==> src/rtl/scr_pkg.sv <==
// Shared constants for the status/command register.
// Assumes flag index order is fixed by the read-word assembly in the top.
package scr_pkg;
    localparam int NUM_FLAGS = 6;
    localparam int FL_MDPE   = 0;   // word bit 24
    localparam int FL_STA    = 1;   // word bit 27
    localparam int FL_RTA    = 2;   // word bit 28
    localparam int FL_RMA    = 3;   // word bit 29
    localparam int FL_SSE    = 4;   // word bit 30
    localparam int FL_DPE    = 5;   // word bit 31

    localparam int CMD_W       = 16;
    localparam int BIT_PRESP   = 6;
    localparam int BIT_SERR_EN = 8;
    localparam logic [CMD_W-1:0] CMD_RW_MASK   = 16'h0357;
    localparam logic [1:0]       DEVSEL_MEDIUM = 2'b01;

    typedef logic [NUM_FLAGS-1:0] flag_vec_t;
endpackage

==> src/rtl/scr_event_decode.sv <==
// Turns bus-engine event pulses into per-flag set requests.
// Assumes pulses are one cycle wide and enables are the registered command bits.
module scr_event_decode
    import scr_pkg::*;
(
    input  logic      rd_init_data_perr,
    input  logic      wr_tgt_data_perr,
    input  logic      addr_perr,
    input  logic      special_data_perr,
    input  logic      wr_init_perr_reported,
    input  logic      master_abort,
    input  logic      special_cycle,
    input  logic      target_abort_rcvd,
    input  logic      target_abort_sent,
    input  logic      perr_resp_en,
    input  logic      serr_en,
    output flag_vec_t set_o
);
    // Qualify each event by role, transaction type and enable.
    always_comb begin
        set_o          = '0;
        set_o[FL_DPE]  = rd_init_data_perr | wr_tgt_data_perr | addr_perr;
        set_o[FL_SSE]  = serr_en & (addr_perr | special_data_perr);
        set_o[FL_RMA]  = master_abort & ~special_cycle;
        set_o[FL_RTA]  = target_abort_rcvd;
        set_o[FL_STA]  = target_abort_sent;
        set_o[FL_MDPE] = perr_resp_en & (rd_init_data_perr | wr_init_perr_reported);
    end
endmodule

==> src/rtl/scr_flag_bank.sv <==
// Bank of sticky flags, each set by an event and cleared by a write of 1.
// Assumes set and clear arrive already qualified; set beats clear.
module scr_flag_bank #(
    parameter int N = 6
) (
    input  logic         clk,
    input  logic         rst_n,
    input  logic [N-1:0] set_i,
    input  logic [N-1:0] clr_i,
    output logic [N-1:0] flags_o
);
    for (genvar i = 0; i < N; i++) begin : g_flag
        // Hold, clear or set one flag; a set in the same cycle wins.
        always_ff @(posedge clk) begin
            if (!rst_n)        flags_o[i] <= 1'b0;
            else if (set_i[i]) flags_o[i] <= 1'b1;
            else if (clr_i[i]) flags_o[i] <= 1'b0;
        end

        a_r12_set_wins: assert property (@(posedge clk) disable iff (!rst_n)
            set_i[i] |=> flags_o[i]);
        a_r4_clear_on_one: assert property (@(posedge clk) disable iff (!rst_n)
            clr_i[i] && !set_i[i] |=> !flags_o[i]);
        a_r4_sticky: assert property (@(posedge clk) disable iff (!rst_n)
            flags_o[i] && !clr_i[i] |=> flags_o[i]);
    end
endmodule

==> src/rtl/scr_cmd_bank.sv <==
// Command-enable storage with byte-lane writes; only masked bits exist.
// Assumes the write strobe is already gated by the access mode.
module scr_cmd_bank #(
    parameter int               W       = 16,
    parameter logic [W-1:0]     RW_MASK = 16'h0357,
    localparam int              LANES   = W / 8
) (
    input  logic             clk,
    input  logic             rst_n,
    input  logic             wr_i,
    input  logic [LANES-1:0] be_i,
    input  logic [W-1:0]     wdata_i,
    output logic [W-1:0]     cmd_o
);
    logic [W-1:0] unused_wd_bits;
    assign unused_wd_bits = wdata_i & ~RW_MASK;

    for (genvar b = 0; b < W; b++) begin : g_bit
        if (RW_MASK[b]) begin : g_rw
            // Load this bit when its lane is enabled.
            always_ff @(posedge clk) begin
                if (!rst_n)                 cmd_o[b] <= 1'b0;
                else if (wr_i && be_i[b/8]) cmd_o[b] <= wdata_i[b];
            end
        end else begin : g_zero
            assign cmd_o[b] = 1'b0;
        end
    end

    for (genvar l = 0; l < LANES; l++) begin : g_lane_chk
        a_r2_lane_hold: assert property (@(posedge clk) disable iff (!rst_n)
            !(wr_i && be_i[l]) |=> $stable(cmd_o[l*8 +: 8]));
    end
endmodule

==> src/rtl/cfg_status_command.sv <==
// 32-bit status/command configuration word for a bus controller.
// Upper half: sticky error flags and read-only capabilities; lower half: enables.
// Assumes single-cycle event pulses and a combinational read port.
module cfg_status_command
    import scr_pkg::*;
#(
    parameter bit CAP_FAST_B2B = 1'b1,
    parameter bit CAP_66MHZ    = 1'b1,
    parameter bit CAP_LIST     = 1'b1
) (
    input  logic        clk,
    input  logic        rst_n,
    input  logic        agent_mode,
    input  logic        reg_wr_en,
    input  logic        reg_rd_en,
    input  logic [3:0]  reg_be,
    input  logic [31:0] reg_wdata,
    output logic [31:0] reg_rdata,
    input  logic        ev_rd_init_data_perr,
    input  logic        ev_wr_tgt_data_perr,
    input  logic        ev_addr_perr,
    input  logic        ev_special_data_perr,
    input  logic        ev_wr_init_perr_reported,
    input  logic        ev_master_abort,
    input  logic        ev_special_cycle,
    input  logic        ev_target_abort_rcvd,
    input  logic        ev_target_abort_sent,
    output logic [15:0] cmd_q
);
    logic      host_wr;
    flag_vec_t set_vec;
    flag_vec_t clr_vec;
    flag_vec_t flags_q;
    logic      unused_wd;
    logic [31:0] word;

    assign host_wr   = reg_wr_en && !agent_mode;
    assign unused_wd = ^{reg_wdata[26:25], reg_wdata[23:16], reg_be[2]};

    // Write-one-to-clear requests from the top byte lane.
    always_comb begin
        clr_vec = '0;
        if (host_wr && reg_be[3]) clr_vec = {reg_wdata[31:27], reg_wdata[24]};
    end

    scr_event_decode i_decode (
        .rd_init_data_perr     (ev_rd_init_data_perr),
        .wr_tgt_data_perr      (ev_wr_tgt_data_perr),
        .addr_perr             (ev_addr_perr),
        .special_data_perr     (ev_special_data_perr),
        .wr_init_perr_reported (ev_wr_init_perr_reported),
        .master_abort          (ev_master_abort),
        .special_cycle         (ev_special_cycle),
        .target_abort_rcvd     (ev_target_abort_rcvd),
        .target_abort_sent     (ev_target_abort_sent),
        .perr_resp_en          (cmd_q[BIT_PRESP]),
        .serr_en               (cmd_q[BIT_SERR_EN]),
        .set_o                 (set_vec)
    );

    scr_flag_bank #(.N(NUM_FLAGS)) i_flags (
        .clk     (clk),
        .rst_n   (rst_n),
        .set_i   (set_vec),
        .clr_i   (clr_vec),
        .flags_o (flags_q)
    );

    scr_cmd_bank #(.W(CMD_W), .RW_MASK(CMD_RW_MASK)) i_cmd (
        .clk     (clk),
        .rst_n   (rst_n),
        .wr_i    (host_wr),
        .be_i    (reg_be[1:0]),
        .wdata_i (reg_wdata[15:0]),
        .cmd_o   (cmd_q)
    );

    // Assemble the visible word and gate it by strobe and access mode.
    always_comb begin
        word = {flags_q[FL_DPE], flags_q[FL_SSE], flags_q[FL_RMA],
                flags_q[FL_RTA], flags_q[FL_STA], DEVSEL_MEDIUM,
                flags_q[FL_MDPE], CAP_FAST_B2B, 1'b0, CAP_66MHZ,
                CAP_LIST, 4'b0000, cmd_q};
        reg_rdata = (reg_rd_en && !agent_mode) ? word : 32'h0;
    end

    a_r11_cmd_frozen: assert property (@(posedge clk) disable iff (!rst_n)
        agent_mode && reg_wr_en |=> $stable(cmd_q));
    a_r5_addr_perr_sets: assert property (@(posedge clk) disable iff (!rst_n)
        ev_addr_perr |=> flags_q[FL_DPE]);
    a_r6_sse_needs_enable: assert property (@(posedge clk) disable iff (!rst_n)
        !cmd_q[BIT_SERR_EN] && !flags_q[FL_SSE] |=> !flags_q[FL_SSE]);
    a_r7_special_excluded: assert property (@(posedge clk) disable iff (!rst_n)
        ev_special_cycle && !ev_master_abort ? 1'b0 :
        (ev_master_abort && ev_special_cycle && !flags_q[FL_RMA]) |=> !flags_q[FL_RMA]);
    a_r9_mdpe_needs_resp: assert property (@(posedge clk) disable iff (!rst_n)
        !cmd_q[BIT_PRESP] && !flags_q[FL_MDPE] |=> !flags_q[FL_MDPE]);
    a_r8_target_abort_sent: assert property (@(posedge clk) disable iff (!rst_n)
        ev_target_abort_sent |=> flags_q[FL_STA]);
endmodule

==> config.mk <==
export PLATFORM = sky130hd
export DESIGN_NAME = cfg_status_command
export DESIGN_NICKNAME = d
export VERILOG_FILES = /design/src/rtl/scr_pkg.sv /design/src/rtl/scr_event_decode.sv /design/src/rtl/scr_flag_bank.sv /design/src/rtl/scr_cmd_bank.sv /design/src/rtl/cfg_status_command.sv
export SDC_FILE = /design/constraint.sdc
export NUM_CORES = 1
export LEC_CHECK = 0
export BUFFER_PORTS_ARGS = -buffer_cell sky130_fd_sc_hd__buf_2
export CAP_MARGIN = 20
export CELL_PAD_IN_SITES_DETAIL_PLACEMENT = 0
export CELL_PAD_IN_SITES_GLOBAL_PLACEMENT = 1
export CORE_ASPECT_RATIO = 1.25
export CORE_MARGIN = 2
export CORE_UTILIZATION = 18
export CTS_BUF_LIST = sky130_fd_sc_hd__clkbuf_16
export DETAILED_ROUTE_END_ITERATION = 8
export PLACE_DENSITY_LB_ADDON = 0.1
export SLEW_MARGIN = 15
export SYNTH_ARGS = -nofsm -noshare
export SYNTH_HDL_FRONTEND = slang
export SYNTH_SLANG_ARGS = --single-unit
==> constraint.sdc <==
create_clock -name clk -period 0.9 [get_ports clk]
set_clock_uncertainty 0.05 [all_clocks]
set_input_delay 0.18 -clock clk [delete_from_list [all_inputs] [get_ports clk]]
set_output_delay 0.18 -clock clk [all_outputs]
set_load 0.01 [all_outputs]
==> results.md, run 1 <==
- The root buffer cell chosen for the clock tree is clkbuf_16.
- The count of input and output buffers is 53.
- Leaving out fill and tap cells, the most frequent cells in the layout are 37 x buf_2, 24 x conb_1, 17 x buf_6.
- The H-tree depth is 1.
- Measured along the y axis, the die boundary spans 80.4 um.
- The final-report max-slew violation count is 0.
- The most common cell after layout, fill and taps aside is buf_2.
- Counting tap cells, the placed design contains a total of between 200 and 250 instances.
- The maximum clock insertion buffer count is 2.
- Entering global routing, the biggest net connects 21 pins.
- The placed wire-length estimate after detailed placement is 1690 um.
- The count of cells in the finished layout, fillers not included, comes to roughly 210.
- The data required time at the worst endpoint is around 0.67 ns.
- The checks that failed: negative setup slack.
- After synthesis, the cell types taking the most area are dfxtp_1 31%, buf_4 26%, and2_1 9.7%.
- The per-instance average area after synthesis is 8.24 um2.
- Of the post-synthesis cell area, the dominant cell type holds 0.310.
- Of the total power, the share spent switching nets is 0.234.
- For the worst flop-to-flop path, the logic depth is 2.
- The count of state elements after synthesis is 13.
- For the worst setup path, the data arrival time is 0.90 ns.
- The run finished, with violations left.
- Summed over all nets, wire length on met2 after detailed routing comes to between 1000 and 1500 um.
- The die is ~65 um wide.
- In the post-route analysis, the smallest setup slack over all paths is -0.228 ns.
- The final layout net count is about 210.
- After floorplanning, the core was sized to cover around 4500 um2.
- Subtracting the final worst setup slack from the clock period gives about 1.1 ns.
- The starting density of the core is 0.189.
- Setup repair after global routing could not meet its margin everywhere.
- The sequential share of power is 0.356.
- The total track usage is 0.0842.
- The site row count is 27.
- The synthesized netlist occupies a cell area of about 840 um2.
- The clock sink count is 13.
- The final wirelength is approximately 2200 um.
- The share of power burned in the clock network is 0.473.
- The overall power consumption is around 0.0017 W.
- The global-route wire length before repair is 3360 um.
- In the synthesized netlist, the number of instances is 102.
- Of all cell types, the one taking the most synthesized area is dfxtp_1.
- The peak fanout along the critical path is 17.
- The via count of the first global-routing pass is 726.
- The post-synthesis to final-layout area growth is 55.4%.
- The die covers about 5200 um2.
- The vias after detailed routing is 777.
- The share of the Yosys chip area taken by registers is 0.310.
- At the later pin of the worst-skew pair, clock insertion delay measures around 0.24 ns.
- The share of final-layout standard cells stronger than drive strength 1 is 0.551.
- The share of the cycle needed by the critical path after routing is 1.25.
- The number of DRC violations after detailed-routing iteration 0 is 18.
- In this run the power density over the cells is around 1300 nW/um2.
- The number of hold-slack violations in the final timing report is 0.
- The highest metal layer carrying signal wires in the routed design is met4.
- The CTS tree is done.
- The congestion estimate from routability-driven global placement came to ~0.65.
- The number of clock buffers inserted by TritonCTS is 3.
- The number of antenna violations at the first check in global routing is 0.
- The number of antenna cells inserted is 0.
- Timing analysis after detailed placement gives a worst setup slack of -0.260 ns.
- Cell internal power was estimated by the tool at 0.00134 W.
- The combinational group share of total power is 0.171.
- In this run the remaining antenna-violating nets after routing total 0.
- The average detailed-routed wire length per instance is 10.1 um.
- Dividing the detail-routed via count by the number of cells gives approximately 3.6.
- The number of endpoints failing setup at the final stage is 25.
- The number of distinct library cells after synthesis is 21.
- The startpoint type of the worst setup path is an input pin.
- The detailed-router iteration count before antenna repair is 4.
- The endpoint class of the critical path is an output pin.
- The number of buffers added to fix hold violations after cts is 0.
- The total of max-cap violations is 0.
- The sum of negative setup slack is -3.21 ns.
- The path category of the worst min-delay check is input pin to flip-flop.
- Along the worst hold path, the cell count comes to 2.
- The length of routed wiring on met1 is around 900 um.
- By startpoint and endpoint, the worst setup path is classified as input pin to output pin.
- The worst-case IR drop observed on VDD is approximately 0.48 mV.
- The net switching power is ~0.00041 W.
- The fmax is around 900 MHz.
- The leakage power summed over all cells is approximately 0.66 nW.
- The DRC violation count after routing is 0.
- After global routing the overflow that remains totals 0.
- Summed over all nets, wire length on met3 after detailed routing comes to roughly 180 um.
- The clock transition at the registers of the reported paths is ~0.05 ns.
- The count of yosys warnings during synthesis is 0.
- The number of primary I/O pins is slightly below 100.
power by group through the flow:
| stage | registers (W) | clock network (W) | logic, W |
|---|---|---|---|
| 3_3_place_gp | 0.000628 | 0 | 0.000273 |
| 4_1_cts | 0.000622 | 0.000862 | 0.000296 |
| 5_1_grt | 0.000625 | 0.000874 | 0.000332 |
| 2_1_floorplan | 0.000629 | 0 | 0.000240 |
| 3_5_place_dp | 0.000629 | 0 | 0.000276 |
| 6_report | 0.000622 | 0.000826 | 0.000299 |
worst max-delay path, stage by stage:
cell,delay [ns]
buf_6,0.07
and2b_2,0.22
buf_12,0.15
and2_1,0.15
buf_2,0.13
state kept, by name (all words and copies together), names as in the netlist:
| name | cells |
|---|---|
| i_flags.flags_o | 6 |
| i_cmd.cmd_o | 7 |
logic make-up after synthesis:
logic type,count (synthesis),synth area share
flops,13,0.310
compound gates,21,0.176
other cells,1,0.00446
buf+inv,35,0.296
simple gates,32,0.214
routing by layer:
metal / vias up / global-route usage
met5: - / 0
met1: 338 / 0.0998
met3: 2 / 0.00980
li1: 389 / -
met2: 48 / 0.141
met4: 0 / 0.0563
path summary, 6_finish.rpt:
check / slack, ns / from / to
hold / removal: 0.08 / reg_wdata[28] / i_flags.flags_o[2]
setup / recovery: -0.23 / agent_mode / reg_rdata[27]
hold reg to reg: 0.43 / i_cmd.cmd_o[4] / i_cmd.cmd_o[4]
setup reg to reg: 0 / i_flags.flags_o[5] / i_flags.flags_o[5]
layout make-up:
class | instances | area [um2]
fillers | 531 | 3150
flip-flops and latches | 13 | 269
inverters | 2 | 7.51
multi-input cells | 77 | 444
clock inverters | 1 | 3.75
well taps | 58 | 72.6
clock buffers | 3 | 75.1
repair buffers | 60 | 434
metrics by stage:
step	utilization	hold slack (ns)	instance area [um2]
4_1_cts	0.289	0.0780	1290
3_3_place_gp	0.247	0.330	1100
6_report	0.293	0.0784	1310
3_5_place_dp	0.247	0.330	1100
5_1_grt	0.293	0.0874	1310
2_1_floorplan	-	0.238	965
Yosys cell counts, drive strengths merged:
library cell  instances
nor2b                 1
and2b                 1
and2                 13
nand2                 7
o21ai                11
buf                  31
a21bo                 2
clkbuf                2
conb                  1
o21a                  1
inv                   2
a31oi                 2
nand3                 7
o41a                  1
dfxtp                13
nand3b                2
a21boi                4
and3b                 1
what timing repair did:
item	4_1_cts	5_1_grt
gates resized for setup	23	6
pin swaps	1	1
buffers inserted	0	1
setup endpoints to repair	25	27
Note: power is estimated with default switching activity, not from simulation.
==> inputs of run 2 (changes only) <==
--- a/config.mk
+++ b/config.mk
@@ -5,6 +5,7 @@
 export SDC_FILE = /design/constraint.sdc
 export NUM_CORES = 1
 export LEC_CHECK = 0
+export ABC_AREA = 1
 export BUFFER_PORTS_ARGS = -buffer_cell sky130_fd_sc_hd__buf_2
 export CAP_MARGIN = 20
 export CELL_PAD_IN_SITES_DETAIL_PLACEMENT = 0
@@ -15,6 +16,7 @@
 export CTS_BUF_LIST = sky130_fd_sc_hd__clkbuf_16
 export DETAILED_ROUTE_END_ITERATION = 8
 export PLACE_DENSITY_LB_ADDON = 0.1
+export REMOVE_ABC_BUFFERS = 1
 export SLEW_MARGIN = 15
 export SYNTH_ARGS = -nofsm -noshare
 export SYNTH_HDL_FRONTEND = slang
==> run 2 against run 1 <==
Critical path type is now flip-flop to output pin. Via count grew 14%. Global-route usage grew 0.81 points. Critical endpoint is now reg_rdata[0]. The flow still finishes with violations (negative setup slack). Total power rose by 6.7%. Non-clock buffer count increased by 4. Worst setup slack improved by 0.072 ns. Clock-buffer cell count is the same.
==> results.md, run 2 <==
- The run finished, with violations left.
- The checks that failed: negative setup slack.
- The number of enable-type register cells in the synthesized netlist is 0 (unchanged).
- Traced cell by cell, the critical path runs through inv_2 -> nor2_1 -> buf_2.
- The global route total overflow is 0 (unchanged).
- The number of distinct library cells after synthesis came to 16 (-24%).
- The final wirelength was 2560 um (+18%).
- The H-tree depth is 1 (unchanged).
- The library cell used most frequently in the layout, excluding fill and tap cells, is buf_2.
- buf_4 is the most common cell in the netlist.
- The clock sink count is 13 (unchanged).
- The slack of the critical path is -0.156 ns (+0.0716 ns).
- The DRC violation count after routing is 0 (unchanged).
- The count of input and output buffers is 53 (unchanged).
- The clock period minus final worst setup slack is 1.06 ns (-0.0716 ns).
- The synthesized netlist cell count is 131 (+28%).
- The worst-skew pair later-pin latency is 0.24 ns (about the same).
- The count of state elements after synthesis is 13 (unchanged).
- The combined area of the multi-input logic cells is 425 um2 (-4.2%).
- The highest cell delay on the worst timing path is 0.33 ns (+0.11 ns).
- The number of antenna cells inserted is 0 (unchanged).
- The per-cell via count in the routed design came to 3.51 (-3.2%).
- The worst ir drop on vdd is 1.11 mV (+130%).
- The per-instance average area after synthesis is 6.71 um2 (-19%).
- The clock transition at the registers of the reported paths is 0.05 ns (about the same).
- The x dimension of the die was 66.5 um (+2.1%).
- In this run the worst hold path is classified as input pin to flip-flop.
- The async set-reset flop share out of synthesis came to 0 (unchanged).
- In the final layout, the registers with the most flip-flops are i_cmd.cmd_o: 7 flops, i_flags.flags_o: 6 flops.
- The largest net degree at the start of global routing is 11 (-48%).
- The peak fanout along the critical path is 2 (-15).
- The number of standard cells in the final layout excluding fillers is 251 (+17%).
- The final layout net count is 242 (+17%).
- The post-synthesis to final-layout area growth is 54.1%.
- The ratio of total power to cell area is 1380 nW/um2 (+2.9%).
- The share of final-layout standard cells stronger than drive strength 1 was 0.529 (-0.0225).
- The sequential cell area in the final layout is 277 um2 (+2.8%).
- The leakage power summed over all cells is 0.748 nW (+13%).
- The number of hold-slack violations in the final timing report is 0 (unchanged).
- The number of primary I/O pins is 98 (unchanged).
- The number of cells in the design after placement is 239 (+14%).
- The global-route wire length before repair came to 3760 um (+12%).
- The number of DRC violations after detailed-routing iteration 0 is 21 (+3).
- In the layout the commonest cells are 43 x buf_2, 25 x nor2_1, 24 x conb_1.
- For this run, the leading register cell type out of synthesis is dfxtp_1.
- Setup repair after global routing could not meet its margin everywhere.
- CTS placed an instance of clkbuf_16 at the clock tree root.
- The placed wire-length estimate after detailed placement is 1890 um (+12%).
- The cell area after technology mapping was 880 um2 (+4.6%).
- The maximum clock insertion buffer count is 2 (unchanged).
- The site row count is 28 (+3.7%).
- The synthesized design spends more area on one cell type than any other, namely dfxtp_1.
- Among cell families on the critical path, the largest total delay comes from flip-flops.
- STA classifies the critical path startpoint as a flip-flop.
- The endpoint class of the critical path is an output pin.
- The via count of the first global-routing pass is 812 (+12%).
- The final-report max-slew violation count is 0 (unchanged).
- On the critical path, the stage with the largest delay is an instance of dfxtp_2.
- The number of buffers and inverters on the critical path came to 2 (-1).
- The sequential fraction of the synthesis area came to 0.296 (-0.0136).
- The flip-flop count of the largest register, all copies and words added came to 7 (unchanged).
- The fmax is 947 MHz (+6.8%).
- The average detailed-routed wire length per instance came to 10.2 um (+0.66%).
- Counting flops per register, the top entry is i_cmd.cmd_o.
- The total of max-cap violations is 0 (unchanged).
- The count of yosys warnings during synthesis is 0 (unchanged).
- The area of the core was 4730 um2 (+6.1%).
- The area share of the largest cell type after synthesis was 0.296 (-0.0136).
- The number of clock buffers inserted by TritonCTS was 3 (unchanged).
- The share of the cycle needed by the critical path after routing is 1.17 (-0.0795).
- The worst hold-check slack is 0.114 ns (+0.0361 ns).
- The vias after detailed routing came to 882 (+14%).
- The starting density of the core is 0.186 (-0.00257).
- The detailed-router iteration count before antenna repair came to 3 (-1).
- The CTS tree is done.
- The critical path arrival came to 0.83 ns (-0.07 ns).
- By count the netlist is led by 29 x buf_4, 27 x nor2_1, 21 x nand2_1, 18 x inv_1, 13 x dfxtp_1.
- The number of inserted filler cells in the final layout is 567 (+6.8%).
- The die height is 82.2 um (+2.2%).
- The number of endpoints failing setup at the final stage is 20 (-20%).
- By area the synthesized netlist is led by dfxtp_1 30%, buf_4 25%, nor2_1 12%.
- The number of antenna violations at the first check in global routing is 0 (unchanged).
- The critical path in this run is classified as flip-flop to output pin.
- The die outline area is 5470 um2 (+4.4%).
- The data required time at the worst endpoint is 0.67 ns (about the same).
- The last weighted congestion value of the routability-driven placer is 0.641 (-2.1%).
- The total track usage was 0.0922 (+0.00806).
- The count of nets left with antenna violations after detail routing is 0 (unchanged).
[run 2: cell families (layout without fill, tap and decap cells)]
family,count (synthesis),in the layout,share of synthesized area
other,1,24,0.00426
buffers and inverters,51,87,0.363
flip-flops,13,13,0.296
AND/OR/NAND/NOR,58,59,0.292
AO/OA/AOI/OAI,8,8,0.0455
[run 2: per-stage QoR]
stage	power [W]	setup WS [ns]	util	cell area [um2]	setup TNS, ns
2_1_floorplan	0.000794	-0.0143	-	721	-0.0572
3_5_place_dp	0.000951	-0.195	0.231	1090	-3.44
4_1_cts	0.00187	-0.159	0.272	1290	-2.62
3_3_place_gp	0.000948	-0.197	0.231	1090	-3.56
5_1_grt	0.00199	-0.198	0.287	1360	-3.20
6_report	0.00186	-0.156	0.287	1360	-2.29
[run 2: worst paths after layout]
| kind | startpoint | end | slack [ns] | cells past startpoint |
|---|---|---|---|---|
| setup / recovery | i_cmd.cmd_o[0] | reg_rdata[0] | -0.16 | 3 |
| hold reg to reg | i_flags.flags_o[2] | i_flags.flags_o[2] | 0.41 | 2 |
| setup reg to reg | i_cmd.cmd_o[9] | i_cmd.cmd_o[9] | 0.01 | 6 |
| hold / removal | reg_wdata[8] | i_cmd.cmd_o[8] | 0.11 | 3 |
[run 2: final cells by class]
class / instances / share of cell area
timing repair buffer: 64 / 0.308
clock buffer: 3 / 0.0554
multi-input combinational: 91 / 0.314
tap: 60 / 0.0554
clock inverter: 1 / 0.00277
inverter: 19 / 0.0600
sequential: 13 / 0.204
[run 2: report_power, final]
group | switching [W] | leakage, nW | total [W] | internal, W
Combinational | 0.000220 | 0.594 | 0.000398 | 0.000177
Sequential | 0.0000230 | 0.112 | 0.000641 | 0.000618
Clock | 0.000240 | 0.0423 | 0.000826 | 0.000586
Total | 0.000483 | 0.748 | 0.00186 | 0.00138
[run 2: timing repair]
action / 4_1_cts / 5_1_grt
gates cloned: 1 / 0
endpoints found under the hold margin: 0 / 0
resized for setup: 31 / 19
hold buffers: 0 / 0
buffers inserted: 4 / 3
setup endpoints to repair: 24 / 24
pin swaps: 12 / 2
[run 2: layer usage]
metal / track usage / part of all wire / vias to the layer above / wire [um]
li1: - / - / 465 / -
met1: 0.101 / 0.40 / 372 / 1020
met2: 0.169 / 0.49 / 45 / 1250
met3: 0.0393 / 0.11 / 0 / 290
met4: 0.0122 / 0 / 0 / 0
met5: 0 / 0 / - / 0
[run 2: worst reg2reg max path, stage by stage (launching register included)]
cell and delay (ns):
dfxtp_2 0.34, inv_2 0.04, buf_4 0.12, buf_4 0.12
nand2_1 0.05, nand2_1 0.05, nor2_1 0.07
